## src/rtl/bru_pkg.sv

```systemverilog
package bru_pkg;

    localparam int COND_W   = 4;
    localparam int NUM_COND = 1 << COND_W;
    localparam int NUM_BASE = NUM_COND / 2;

    typedef struct packed {
        logic ovf;
        logic carry;
        logic zero;
        logic sign;
        logic parity;
    } arith_flags_t;

    typedef enum logic [2:0] {
        BASE_OVF      = 3'd0,
        BASE_CARRY    = 3'd1,
        BASE_ZERO     = 3'd2,
        BASE_BELOW_EQ = 3'd3,
        BASE_SIGN     = 3'd4,
        BASE_PARITY   = 3'd5,
        BASE_LESS     = 3'd6,
        BASE_LESS_EQ  = 3'd7
    } base_cond_e;

    typedef struct packed {
        logic taken;
        logic fault;
        logic flush;
    } verdict_t;

    function automatic logic base_eval(base_cond_e sel, arith_flags_t f);
        logic lt;
        lt = f.sign ^ f.ovf;
        case (sel)
            BASE_OVF:      return f.ovf;
            BASE_CARRY:    return f.carry;
            BASE_ZERO:     return f.zero;
            BASE_BELOW_EQ: return f.carry | f.zero;
            BASE_SIGN:     return f.sign;
            BASE_PARITY:   return f.parity;
            BASE_LESS:     return lt;
            default:       return f.zero | lt;
        endcase
    endfunction

endpackage

```

## src/rtl/bru_cond_eval.sv

```systemverilog
module bru_cond_eval
    import bru_pkg::*;
(
    input  logic [COND_W-1:0] code,
    input  logic              force_take,
    input  arith_flags_t      flags,
    output logic              cond_true
);
    logic [NUM_BASE-1:0] base_vec;
    logic [NUM_COND-1:0] pred;

    for (genvar b = 0; b < NUM_BASE; b++) begin : g_base
        assign base_vec[b] = base_eval(base_cond_e'(3'(b)), flags);
    end

    for (genvar g = 0; g < NUM_COND; g++) begin : g_pred
        localparam int BASE_IDX = g / 2;
        if (g % 2 == 1) begin : g_inv
            assign pred[g] = ~base_vec[BASE_IDX];
        end else begin : g_dir
            assign pred[g] = base_vec[BASE_IDX];
        end
    end

    assign cond_true = force_take | pred[code];
endmodule

```

## src/rtl/bru_target_calc.sv

```systemverilog
module bru_target_calc #(
    parameter int ADDR_W = 32,
    parameter int DISP_W = 32
) (
    input  logic [ADDR_W-1:0] cur_ip,
    input  logic [DISP_W-1:0] disp,
    input  logic [ADDR_W-1:0] cs_limit,
    output logic [ADDR_W-1:0] target,
    output logic              over_limit
);
    logic [ADDR_W-1:0] disp_ext;

    if (DISP_W < ADDR_W) begin : g_sext
        localparam int PAD_W = ADDR_W - DISP_W;
        assign disp_ext = {{PAD_W{disp[DISP_W-1]}}, disp};
    end else begin : g_trunc
        assign disp_ext = disp[ADDR_W-1:0];
    end

    assign target     = cur_ip + disp_ext;
    assign over_limit = target > cs_limit;
endmodule

```

## src/rtl/bru_verdict.sv

```systemverilog
module bru_verdict
    import bru_pkg::*;
#(
    parameter int ADDR_W = 32
) (
    input  logic              cond_true,
    input  logic              prot_mode,
    input  logic              over_limit,
    input  logic [ADDR_W-1:0] cur_ip,
    input  logic [ADDR_W-1:0] target,
    output verdict_t          verdict,
    output logic [ADDR_W-1:0] ip_out
);
    always_comb begin
        verdict.taken = cond_true;
        verdict.fault = cond_true & prot_mode & over_limit;
        verdict.flush = cond_true & ~verdict.fault;
        ip_out        = verdict.flush ? target : cur_ip;
    end
endmodule

```

## src/rtl/branch_resolve_unit.sv

```systemverilog
module branch_resolve_unit
    import bru_pkg::*;
#(
    parameter int ADDR_W = 32,
    parameter int DISP_W = 32
) (
    input  logic              clk,
    input  logic              rst,
    input  logic              in_valid,
    input  logic [3:0]        cond_code,
    input  logic              force_take,
    input  logic              flag_ovf,
    input  logic              flag_carry,
    input  logic              flag_zero,
    input  logic              flag_sign,
    input  logic              flag_parity,
    input  logic [ADDR_W-1:0] cur_ip,
    input  logic [DISP_W-1:0] disp,
    input  logic              prot_mode,
    input  logic [ADDR_W-1:0] cs_limit,
    output logic              out_valid,
    output logic [ADDR_W-1:0] next_ip,
    output logic              taken,
    output logic              flush,
    output logic              gp_fault
);
    arith_flags_t      flags;
    logic              cond_true;
    logic [ADDR_W-1:0] target;
    logic              over_limit;
    verdict_t          verdict;
    logic [ADDR_W-1:0] ip_comb;
    verdict_t          verdict_q;
    logic [ADDR_W-1:0] ip_q;
    logic              valid_q;

    assign flags = '{ovf: flag_ovf, carry: flag_carry, zero: flag_zero,
                     sign: flag_sign, parity: flag_parity};

    bru_cond_eval u_cond (
        .code       (cond_code),
        .force_take (force_take),
        .flags      (flags),
        .cond_true  (cond_true)
    );

    bru_target_calc #(.ADDR_W(ADDR_W), .DISP_W(DISP_W)) u_target (
        .cur_ip     (cur_ip),
        .disp       (disp),
        .cs_limit   (cs_limit),
        .target     (target),
        .over_limit (over_limit)
    );

    bru_verdict #(.ADDR_W(ADDR_W)) u_verdict (
        .cond_true  (cond_true),
        .prot_mode  (prot_mode),
        .over_limit (over_limit),
        .cur_ip     (cur_ip),
        .target     (target),
        .verdict    (verdict),
        .ip_out     (ip_comb)
    );

    always_ff @(posedge clk) begin
        if (rst) begin
            valid_q   <= 1'b0;
            verdict_q <= '0;
            ip_q      <= '0;
        end else begin
            valid_q <= in_valid;
            if (in_valid) begin
                verdict_q <= verdict;
                ip_q      <= ip_comb;
            end else begin
                verdict_q <= '0;
            end
        end
    end

    assign out_valid = valid_q;
    assign next_ip   = ip_q;
    assign taken     = verdict_q.taken;
    assign flush     = verdict_q.flush;
    assign gp_fault  = verdict_q.fault;
endmodule

```

## config.mk

```make
export PLATFORM = sky130hd
export DESIGN_NAME = branch_resolve_unit
export DESIGN_NICKNAME = d
export VERILOG_FILES = /design/src/rtl/bru_pkg.sv /design/src/rtl/bru_cond_eval.sv /design/src/rtl/bru_target_calc.sv /design/src/rtl/bru_verdict.sv /design/src/rtl/branch_resolve_unit.sv
export SDC_FILE = /design/constraint.sdc
export NUM_CORES = 1
export LEC_CHECK = 0
export ABC_AREA = 1
export BUFFER_PORTS_ARGS = -buffer_cell sky130_fd_sc_hd__buf_2
export CORE_ASPECT_RATIO = 0.75
export CORE_MARGIN = 2
export CORE_UTILIZATION = 50
export CTS_CLUSTER_DIAMETER = 200
export DETAILED_ROUTE_END_ITERATION = 12
export GPL_TIMING_DRIVEN = 0
export PLACE_DENSITY_LB_ADDON = 0.3
export RECOVER_POWER = 100
export SLEW_MARGIN = 20
export SYNTH_ARGS = -nofsm -noshare
export SYNTH_HDL_FRONTEND = slang
export SYNTH_SLANG_ARGS = --single-unit
```

## constraint.sdc

```tcl
create_clock -name clk -period 3.58 [get_ports clk]
set_input_delay 0 -clock clk [delete_from_list [all_inputs] [get_ports clk]]
set_output_delay 0 -clock clk [all_outputs]
set_load 0.02 [all_outputs]
```

-- After elaboration in Yosys (flattened, before gate mapping)
Cells that the tools add are included.
- add/sub/neg operators: 1
- bitwise operators: 17
- magnitude comparators: 2
- multiplexer cells: 3
- reduce and logical (&&, ||, !) cells: 1
- operators with widths (cell ; count):
    32-bit adder ; 1
    32-bit > comparator ; 1
    32-bit two-way mux ; 1
    1-bit inverter ; 10
    4-bit by 5-bit less-than comparator with 1-bit output (second input constant) ; 1
    1-bit binary-select mux with 4-bit select ; 1
    1-bit AND ; 3
    1-bit OR ; 3
    2-bit OR reduction ; 1
    1-bit two-way mux ; 1
    1-bit bitwise XOR ; 1
- logic and storage cells: 29
- register bits after elaboration: 36

-- Longest topological paths before layout
- depth in word-level cells: 11
- gate-level depth with buffers: 30

-- Hierarchy
From an unflattened synthesis, not the netlist that was laid out.
- cell total of the unflattened synthesis: 955
- area total of the unflattened synthesis: 5246.3 sq um
- modules (own cells, without submodules) (module ; seq. area each (sq um) ; cells each ; times used ; area an instance (sq um)):
    bru_target_calc ; 0.0 ; 605 ; 1 ; 3130.5
    branch_resolve_unit ; 720.7 ; 215 ; 1 ; 1435.1
    bru_verdict ; 0.0 ; 112 ; 1 ; 575.6
    bru_cond_eval ; 0.0 ; 23 ; 1 ; 105.1

-- Worst setup path before layout
Ideal clock, no wire load.
- kind: in2reg
- start point: in cur_ip[0]
- end point: reg ip_q[16], in the netlist next_ip[16]
- path buffers: 1
- setup slack: 0.610 ns
- arrival: 2.826 ns
- stages on the path: 26
- cell sequence: ha_1 > inv_1 > fa_1 > inv_1 > nand3_1 > nand2_1 > nand2_1 > nand2_1 > nand2_1 > nand2_1 > nand2_1 > nand2_1 > nand2_1 > nand2_1 > inv_1 > ha_1 > nand2_1 > nor2_2 > and2_1 > nand3_1 > o21a_2 > nand3_4 > buf_2 > nand3_1 > nand3_2 > a21oi_2
- cells in the longest elaborated chain, start to end: 6
- ends and longest elaborated chain (item ; line ; text):
    from (decl) ; branch_resolve_unit.sv:17 ; input logic [ADDR_W-1:0] cur_ip,
    32-bit adder * ; bru_target_calc.sv:20 ; assign target = cur_ip + disp_ext;
    32-bit > comparator ; bru_target_calc.sv:21 ; assign over_limit = target > cs_limit;
    1-bit AND ; bru_verdict.sv:16 ; verdict.fault = cond_true & prot_mode & over_limit;
    1-bit inverter ; bru_verdict.sv:17 ; verdict.flush = cond_true & ~verdict.fault;
    1-bit AND ; bru_verdict.sv:17 ;
    32-bit two-way mux * ; bru_verdict.sv:18 ; ip_out = verdict.flush ? target : cur_ip;
    to (signal assigned) ; branch_resolve_unit.sv:74 ; ip_q <= ip_comb;
    to (decl) ; branch_resolve_unit.sv:34 ; logic [ADDR_W-1:0] ip_q;
Every way passes the cells marked *; elsewhere a longest branch is shown, timed or not.
A chain may end at the register's enable or synchronous reset.

-- Worst setup path in the final report
- start point: in cur_ip[0]
- end point: reg ip_q[3], in the netlist next_ip[3]
Same word-level chain as after synthesis.

==> flow_results.org <==
** Worst setup path
- R2R depth :: 2
- The setup check on the worst reg-to-reg path leaves a slack of 2.92 ns.
- Critical path endpoint category :: flop
- Highest fanout seen on the critical path :: 8
- Arrival time worst endpoint :: 3.52 ns
- The setup path with the least slack is of type input port to flop.
- Critical Path RT :: 3.73 ns
- For this design, the slowest cell found on the critical path is fa_1.
- Kind of launch point of the worst setup path :: input port
- For this run, the slowest stage of the critical path takes 0.41 ns.
- The cell that appears most often on the critical path is nand2_1.

** Synth
- YS warnings :: 0
- Yosys mapped the design onto 37 distinct sky130hd cell types.
- Sequential element share of the synthesized area :: 12.49%
- Yosys mapped a number of flops with a built-in enable equal to 0.
- For this run, the leading register cell type out of synthesis is dfxtp_1.
- Instance count of the mapped netlist :: 950
- Post-synthesis instance area :: 0.005771 mm²
- Counting every net in the synthesized netlist gives 1124.
- Share of async-settable or async-resettable flops after synthesis :: 0%
- Syn Area/Cell :: 6.074 µm²
- In this run, synthesis produced a sequential element count of 36.

** Die
- The initialized floorplan defines 33 standard-cell rows.
- The initial utilization of the core area, before any placement, comes to 51.95%.
- The die is 97.04 µm tall.
- In this run the horizontal extent of the chip is 128.1 µm.
- IO Pins :: 146
- The die covers 0.01243 mm².
- Core Box Area :: 0.01111 mm²

** Timing
- The worst pin sits at a relative slew slack of 55.09%.
- Across all hold checks on the routed design, the worst slack comes to 0.07317 ns.
- Post-route fraction of the period consumed by the critical path :: 94.06%
- Final-report hold violation count :: 0
- Tmin final :: 3.367 ns
- Based on the critical path, the design can be clocked at up to 0.2970 GHz.
- Setup violators final :: 0
- Number of pins with negative max-slew slack in the final report :: 0
- For the final database, setup skew stands at 0 ns.
- Setup repair after global routing left no endpoint under its margin.
- Transition time at the pin with the least slew margin :: 0.6736 ns

** GRT
- The initial antenna violation count is 0.
- Leftover overflow at the end of global routing :: 0
- In the global route stage, overall resource usage came out at 27.31%.
- The number of global-route vias before repair is 5695.
- The first global-routing pass estimated 27.23 mm of wire.
- Entering global routing, the biggest net connects 12 pins.

** Drt
- Post-detailed-route count of antenna-violating nets :: 0
- Vias :: 6160
- Using the TritonRoute via totals, the vias-per-cell ratio works out to 4.944.
- For this block, the routed nets add up to 17.01 mm of wire.
- Post-detailed-route DRC marker count :: 0
- Routed wire length per instance :: 13.65 µm
- Number of iterations in the first detailed-routing pass :: 5
- DRT iter0 DRCs :: 440

** Clocking
- Clock latency reported for the late side of the worst-skew pair :: 0.28 ns
- Number of buffers inserted to repair setup after CTS :: 0
- Clock slew at the register clock pins of the worst setup and hold paths :: 0.06 ns
- The H-tree was split into 2 levels.
- TritonCTS built the clock tree.
- No sink is reached through more buffers than the 2 on the longest clock path.
- CTS placed an instance of clkbuf_16 at the clock tree root.
- Clock buffer count from CTS :: 5
- Clk sinks :: 36

** Power
- Cell leakage power :: 4.132 nW
- PwrDens :: 314.8 mW/mm²
- IR analysis of the VDD net gives a maximum drop of 193.1 µV.
- Total power for the finished layout comes to 2.158 mW.

** Finish
- Leading cell type in the layout, fill and taps excluded :: nand2_1
- Final nets :: 1279
- The layout has 1106 filler cells.
- Most used cells in the layout excluding fill and tap cells :: 294 x nand2_1, 208 x inv_1, 107 x buf_2
- Ratio of cells with drive above 1 in the final layout :: 21.70%
- Inserted Diodes :: 0
- Signed area change from the synthesized netlist to the final layout :: 18.80%

** Min path
- The worst hold path belongs to the class input port to flop.
- Counting instances, the worst hold path has a depth of 3.

** Flow run
- Across the run, the number of max-cap violations was 0.

** Run status
- The flow ran to the end, and the final reports show no timing, DRC or antenna violations.

** Placed design
- Total of buffers placed on input and output ports :: 143
- At the end of routability-driven placement, the weighted congestion stood at 0.9780.
- After legalization and detailed placement, the total HPWL measured 14.46 mm.
-- sequential cells by signal, indices dropped and copies added, names as in the netlist --
signal / cells
gp_fault: 1
flush: 1
taken: 1
out_valid: 1
next_ip: 32
-- power by group --
group          internal [mW]  switching [mW]
clock                  0.274           0.169
combinational          0.468           0.782
sequential             0.444          0.0212
-- metrics by stage --
stage	TNS (ns)	worst slack, ns	cell area, µm²	cells	util [%]
after floorplan	0	0.6102	5771	950	-
after CTS	0	0.03861	6820	1242	61.41
after detailed placement	-6.018	-0.2398	6661	1233	59.98
final	0	0.2128	6855	1246	61.72
after global routing	0	0.006033	6855	1246	61.72
after global placement	-3.622	-0.1760	6661	1233	59.98
-- layer usage --
layer | track usage [%] | wire length, µm | vias to the layer above
li1 | - | - | 3215
met1 | 40.73 | 8631 | 2723
met2 | 39.28 | 6538 | 202
met3 | 6.803 | 1600 | 20
met4 | 5.664 | 236 | 0
met5 | 0 | 0 | -
-- logic make-up after synthesis --
group           count (synthesis)  synth area share, %
xor+xnor                       17                2.580
simple gates                  511                43.69
flops                          36                12.49
buf+inv                       245                18.17
compound gates                 77                9.063
fa+ha+maj                      64                14.01
-- critical path: cells and delay by family --
family | cells | cell delay, ns
AND/OR/NAND/NOR | 20 | 2.02
buffers and inverters | 6 | 0.57
adder cells (fa/ha/maj) | 3 | 0.84
AO/OA/AOI/OAI | 1 | 0.05
-- Yosys cell counts, types with 4 or more instances --
master	n	area [µm²]
nor2_1	49	183.9
xor2_1	13	113.9
nand2_4	30	337.8
nand3b_1	6	45.04
clkbuf_1	4	15.01
a21oi_2	29	254.0
ha_1	63	788.3
inv_2	13	48.80
nand2_1	299	1122
nand4_1	10	62.56
dfxtp_1	36	720.7
nand3_2	30	300.3
xnor2_1	4	35.03
nand3_1	66	330.3
a21oi_1	37	185.2
nor3_1	14	70.07
inv_1	209	784.5
-- path summary, 6_finish.rpt --
path	startpoint	end
max reg2reg	next_ip[12]$_SDFFE_PP0P_	next_ip[12]$_SDFFE_PP0P_
min	in_valid	next_ip[25]$_SDFFE_PP0P_
max	cur_ip[0]	next_ip[3]$_SDFFE_PP0P_
min reg2reg	next_ip[25]$_SDFFE_PP0P_	next_ip[25]$_SDFFE_PP0P_
-- timing repair --
item	CTS	global route
gates resized for setup	0	16
endpoints found under the setup margin	0	34
endpoints found under the hold margin	5	0
hold buffers	1	0
-- final cells by class --
type | instances | area [µm²] | share of cell area, %
plain buffers | 20 | 202.7 | 2.957
clock buffers | 6 | 138.9 | 2.026
clock inverters | 2 | 10.01 | 0.1460
inverters | 225 | 844.6 | 12.32
multi-input cells | 670 | 4008 | 58.46
flip-flops and latches | 36 | 720.7 | 10.51
well taps | 140 | 175.2 | 2.555
repair buffers | 147 | 755.7 | 11.02
Power figures use the tool's default switching activity.
